==> config.mk <==
export PLATFORM = sky130hd
export DESIGN_NAME = gpio_ovr_port
export DESIGN_NICKNAME = d
export VERILOG_FILES = /design/src/rtl/gpio_ovr_port.sv
export SDC_FILE = /design/constraint.sdc
export NUM_CORES = 1
export LEC_CHECK = 0
export ABC_AREA = 1
export CAP_MARGIN = 30
export CORE_UTILIZATION = 39
export DETAILED_ROUTE_END_ITERATION = 8
export PLACE_DENSITY = 0.91
export RECOVER_POWER = 25
export SLEW_MARGIN = 0
export SYNTH_ARGS = -nofsm -noshare
export SYNTH_HDL_FRONTEND = slang
export SYNTH_SLANG_ARGS = --single-unit
==> constraint.sdc <==
create_clock -name clk -period 1.3 [get_ports clk]
set_clock_uncertainty 0.1 [all_clocks]
set_input_delay 0.26 -clock clk [delete_from_list [all_inputs] [get_ports clk]]
set_output_delay 0.26 -clock clk [all_outputs]
set_load 0.005 [all_outputs]
==> src/rtl/gpio_ovr_port.sv <==
module gpio_ovr_port #(
  parameter int W     = 8,
  parameter int SYNC  = 2,
  parameter int PIN_A = 3,
  parameter int PIN_B = 5
) (
  input  logic         clk,
  input  logic         rst_n,
  input  logic         bus_we,
  input  logic [1:0]   bus_addr,
  input  logic [W-1:0] bus_wdata,
  output logic [W-1:0] bus_rdata,
  input  logic [W-1:0] pad_in,
  output logic [W-1:0] pad_out,
  output logic [W-1:0] pad_oe,
  input  logic [W-1:0] ovr_en,
  input  logic [W-1:0] ovr_dir,
  input  logic [W-1:0] ovr_out,
  output logic [W-1:0] periph_in,
  input  logic         reloc_sel,
  input  logic         reloc_en,
  input  logic         reloc_dir,
  input  logic         reloc_out,
  output logic         reloc_in
);
  localparam int SELW = (W > 1) ? $clog2(W) : 1;
  localparam logic [1:0] A_PIN = 2'd0;
  localparam logic [1:0] A_LAT = 2'd1;
  localparam logic [1:0] A_DIR = 2'd2;
  localparam logic [SELW-1:0] LOC_A = SELW'(PIN_A);
  localparam logic [SELW-1:0] LOC_B = SELW'(PIN_B);

  logic [W-1:0] lat_q, dir_q;
  logic [W-1:0] sync_q [SYNC];
  logic [W-1:0] pin_s;
  logic [SELW-1:0] reloc_pin;
  logic [W-1:0] reloc_mask, own, force_in, ovr_only;

  always_ff @(posedge clk or negedge rst_n) begin
    if (!rst_n) begin
      lat_q <= '0;
      dir_q <= '1;
    end else if (bus_we) begin
      if (bus_addr == A_PIN || bus_addr == A_LAT) lat_q <= bus_wdata;
      if (bus_addr == A_DIR) dir_q <= bus_wdata;
    end
  end

  always_ff @(posedge clk or negedge rst_n) begin
    if (!rst_n) begin
      for (int k = 0; k < SYNC; k++) sync_q[k] <= '0;
    end else begin
      sync_q[0] <= pad_in;
      for (int k = 1; k < SYNC; k++) sync_q[k] <= sync_q[k-1];
    end
  end

  assign pin_s = sync_q[SYNC-1];

  always_comb begin
    case (bus_addr)
      A_PIN:   bus_rdata = pin_s;
      A_LAT:   bus_rdata = lat_q;
      A_DIR:   bus_rdata = dir_q;
      default: bus_rdata = '0;
    endcase
  end

  assign reloc_pin  = reloc_sel ? LOC_B : LOC_A;
  assign reloc_mask = {{(W-1){1'b0}}, reloc_en} << reloc_pin;
  assign ovr_only   = ovr_en & ~reloc_mask;
  assign own        = ovr_en | reloc_mask;
  assign force_in   = (ovr_only & ovr_dir) | (reloc_mask & {W{reloc_dir}});

  assign pad_oe  = (own & ~force_in) | (~own & ~dir_q);
  assign pad_out = (reloc_mask & {W{reloc_out}}) | (ovr_only & ovr_out) | (~own & lat_q);

  assign periph_in = pin_s & ovr_only & ovr_dir;
  assign reloc_in  = reloc_en & reloc_dir & pin_s[reloc_pin];
endmodule


Word level (Yosys, flattened, before mapping)
Cells that the tools add are included.
Storage, ports and cells
  bits in registers: 32
  bits of input ports: 49
Operators by class
  $lt $le $gt $ge: 1
  eq/ne operators: 2
  shifts and indexed selects: 1
  mux-type cells: 4
  bitwise operators: 21
  reductions and logical operators: 4
Operators by type and width (number)
  $and A8 B8 Y8: 10
  $or A8 B8 Y8: 5
  $not A8 Y8: 4
  $pmux W8 S3: 1
  $shl A1 B3 Y8: 1
  $lt A3 B4 Y1 const B: 1
  $reduce_and A2 Y1: 2
  $bmux W1 S3: 1
  $mux W3: 1
  $and A1 B1 Y1: 2
  $eq A2 B1 Y1 const B: 1
  $eq A2 B2 Y1 const B: 1
  $logic_not A2 Y1: 1
  $logic_or A1 B1 Y1: 1
  $mux W1: 1

Logic depth before layout (Yosys ltp)
  depth in word-level cells: 9
  depth in mapped cells: 6
  depth with buffers taken out: 6

Worst setup path before layout
OpenSTA, ideal clock, no wires.
  path type: input -> output
  start: input reloc_sel
  end: output pad_oe[5]
  data arrival time: 0.750 ns
  setup slack: 0.190 ns
  stages on the path: 4
  path buffers: 0
  path through: nand2_1 -> nand2_1 -> or2_2 -> nand2_1
On the way
  cells in the longest elaborated chain, start to end: 9
RTL lines
  start, declared: RTL line 20  | input logic reloc_sel,
  $mux W3 *: RTL line 69  | assign reloc_pin = reloc_sel ? LOC_B : LOC_A;
  $shl A1 B3 Y8 *: RTL line 70  | assign reloc_mask = {{(W-1){1'b0}}, reloc_en} << reloc_pin;
  $not A8 Y8: RTL line 71  | assign ovr_only = ovr_en & ~reloc_mask;
  $and A8 B8 Y8: RTL line 71
  $and A8 B8 Y8: RTL line 73  | assign force_in = (ovr_only & ovr_dir) | (reloc_mask & {W{reloc_dir}});
  $or A8 B8 Y8: RTL line 73
  $not A8 Y8: RTL line 75  | assign pad_oe = (own & ~force_in) | (~own & ~dir_q);
  $and A8 B8 Y8: RTL line 75
  $or A8 B8 Y8 *: RTL line 75
  end, declared: RTL line 15  | output logic [W-1:0] pad_oe,
Mark *: on every way between the ends. The rest lies on a longest branch, timed or not.

Final worst setup path
  start: register dir_q[5]
  end: output bus_rdata[5]
On the way
  cells in the longest elaborated chain, start to end: 1
RTL lines
  start, declared: RTL line 33  | logic [W-1:0] lat_q, dir_q;
  start signal, assigned: RTL line 45  | if (bus_addr == A_DIR) dir_q <= bus_wdata;
  $pmux W8 S3: RTL line 61  | case (bus_addr)
  end, declared: RTL line 12  | output logic [W-1:0] bus_rdata,
Every way passes these cells.

==> flow_summary.toml <==
[status]
status = "finished with violations"
failed_checks = "setup timing"

[route]
via_per_inst = 4.85
wl_um = 4790
vias = 1706
drt_iter0_markers = 100
wl_per_cell_um = 13.6
drcViolationCount = 0
dr.pass1.iters = 4
antenna_left = 0

[sta]
hold_viol = 0
slew_viol_final = 0
fin_ws_ns = -0.175
final-setup-viol-count = 21
tns_ns = -2.39
max_freq_mhz = 678
min_period_ns = 1.48
worst_slew_pin_slew_ns = 0.241
rsz0062_at_grt = "yes"
max_slew_margin = 0.839
layout_worst_path_cycle_share = 1.13

[yosys]
postSynthAreaPerCell_um2 = 8.61
synthAdderAreaFrac = 0
synth.net_count = 227
ys_seq_elements = 32
synth_top_family_by_area = "simple AND/OR/NAND/NOR gates"
synth_seq_area_share = 0.529
synth_simple_gate_area_frac = 0.250
yosys-mux-area-fraction = 0.0261
async_flop_share = 1.00
ys_types = 21
ys.flop_type = "dfrtp_1"
postSynthCellCount = 178
ys_warn_count = 0
synth-edff-count = 0
synth-compound-area-share = 0.126
netlist_area_um2 = 1530
synthXorXnorAreaFrac = 0

[final_layout]
seqCellArea_um2 = 811
drive_gt1_frac = 0.434
nets = 352
n_antenna_cell = 0
fillers = 278
multi_input_area_um2 = 708
final_cells = 352
area_delta_synth_final_pct = 77.2
final_cell_mix = "nand2_1 (48), buf_2 (35), buf_4 (26)"
final_common_cell = "nand2_1"

[power_and_ir_drop]
p_sw_frac = 0.272
pwr-share-seq = 0.431
powerDensity_nw_per_um2 = 1020
pwr-share-clk = 0.277
leakage_uw = 0.00144
p_int_uw = 2010
irDropWorstVdd_mv = 0.849
switchingPower_uw = 751
combPwrFrac = 0.292

[critical_path]
worstSetupPathType = "reg -> out"
r2r_slack_ns = 0.08
critPathMaxFanout = 2
critPathBufInv = 2
critPathTopFamily = "flip-flops"
required_ns = 0.94
critPathMaxStageDelay_ns = 0.55
critPathArrivalTime_ns = 1.12
r2r-start = "dir_q[5]"
slowest_stage = "dfstp_2"
cpMostUsedCell = "buf_6"
crit_chain = "buf_6, nand2_2, nand3_2, buf_6"
reg2reg_depth = 6
start_kind = "register"
critPathCaptureType = "output pin"
r2r-end = "dir_q[5]"

[global_routing]
grt_pass1_wl_um = 7310
antenna_found_initial = 0
grt_pass1_vias = 1659
grt_usage = 0.238
grt_max_degree = 33
grt_overflow = 0

[die]
num_rows = 22
fp.dieArea_um2 = 4180
die_width_um = 64.7
start_util = 0.412
fp.dieH_um = 64.7
ios = 82
core_um2 = 3720

[clocking]
cts_buffers = 5
root_buffer = "clkbuf_8"
holdBufCountCts = 0
clockBufferDepth = 2
cts.reportedPaths.clkPinSlew_ns = 0.06
htreeDepth = 2
cts_tree = "yes"
clock-sinks = 32
clock_latency_ns = 0.27

[placed_design]
place_congestion = 0.748
port_buffers = 81
dp_cells = 323
hpwl_um = 3230

[worst_hold_path]
hp-class = "in -> async"

[flow_run]
max-cap-violations = 0
-- through the flow --
| stage | total power (uW) | setup WS (ns) | util | hold WS [ns] | cell area [um^2] |
|---|---|---|---|---|---|
| 3_3_place_gp | 1900 | -0.867 | 0.682 | 0.232 | 2530 |
| 3_5_place_dp | 1930 | -0.949 | 0.682 | 0.235 | 2530 |
| 2_1_floorplan | 1420 | 0.190 | - | -0.136 | 1530 |
| 5_1_grt | 2910 | -0.221 | 0.731 | 0.253 | 2720 |
| 6_report | 2760 | -0.175 | 0.731 | 0.243 | 2720 |
| 4_1_cts | 2690 | -0.166 | 0.704 | 0.243 | 2620 |
-- cells in the mapped netlist (2+ instances only) --
| cell | instances | share of area |
|---|---|---|
| nand2_1 | 55 | 0.13 |
| dfrtp_1 | 24 | 0.39 |
| inv_1 | 23 | 0.056 |
| nand3_1 | 16 | 0.052 |
| o21ai_0 | 14 | 0.046 |
| dfstp_2 | 8 | 0.14 |
| o21ai_2 | 8 | 0.046 |
| nor2_1 | 6 | 0.015 |
| o211ai_1 | 5 | 0.024 |
| and3_1 | 4 | 0.016 |
| mux2i_1 | 4 | 0.026 |
| nand2_2 | 2 | 0.0082 |
-- worst max-delay path by stage --
stage	startpoint	depth (start not counted)	endpoint
after floorplan	reloc_sel	4	pad_oe[5]
final	dir_q[5]	4	bus_rdata[5]
after CTS	dir_q[4]	3	pad_oe[4]
after detailed placement	reloc_en	7	pad_oe[5]
after global placement	bus_addr[0]	6	bus_rdata[5]
after global routing	dir_q[5]	4	bus_rdata[5]
-- cell families (layout without fill, tap and decap cells) --
family,after synthesis,count (layout)
flip-flops,32,32
multiplexers,4,4
buffers and inverters,26,152
AO/OA/AOI/OAI,29,29
AND/OR/NAND/NOR,87,87
-- area by class of cell --
cell class | instances | area share
flip-flops and latches | 32 | 0.298
multi-input cells | 120 | 0.261
clock buffers | 8 | 0.0332
inverters | 24 | 0.0341
repair buffers | 120 | 0.351
well taps | 48 | 0.0221
-- repair_timing --
| action | in CTS | in global routing |
|---|---|---|
| gates resized for setup | 212 | 14 |
| endpoints found under the setup margin | 33 | 32 |
| gates cloned | 0 | 0 |
| pin swaps | 33 | 7 |
| buffers inserted | 13 | 8 |
-- power by group through the flow --
stage | combinational (uW) | sequential (uW) | clock (uW)
after floorplan | 237 | 1180 | 0
after global placement | 706 | 1190 | 0
after detailed placement | 729 | 1200 | 0
after CTS | 729 | 1180 | 775
after global routing | 879 | 1200 | 836
final | 808 | 1190 | 764
-- routing by layer --
metal,track usage,vias up,part of all wire
li1,-,830,-
met5,0,-,0
met2,0.408,68,0.53
met3,0.0739,14,0.057
met1,0.258,794,0.38
met4,0.133,0,0.028
-- sequential cells by signal, summed over array words and instances, names as in the netlist --
register  cells
pin_s         8
lat_q         8
sync_q        8
dir_q         8
Power figures use the tool's default switching activity.
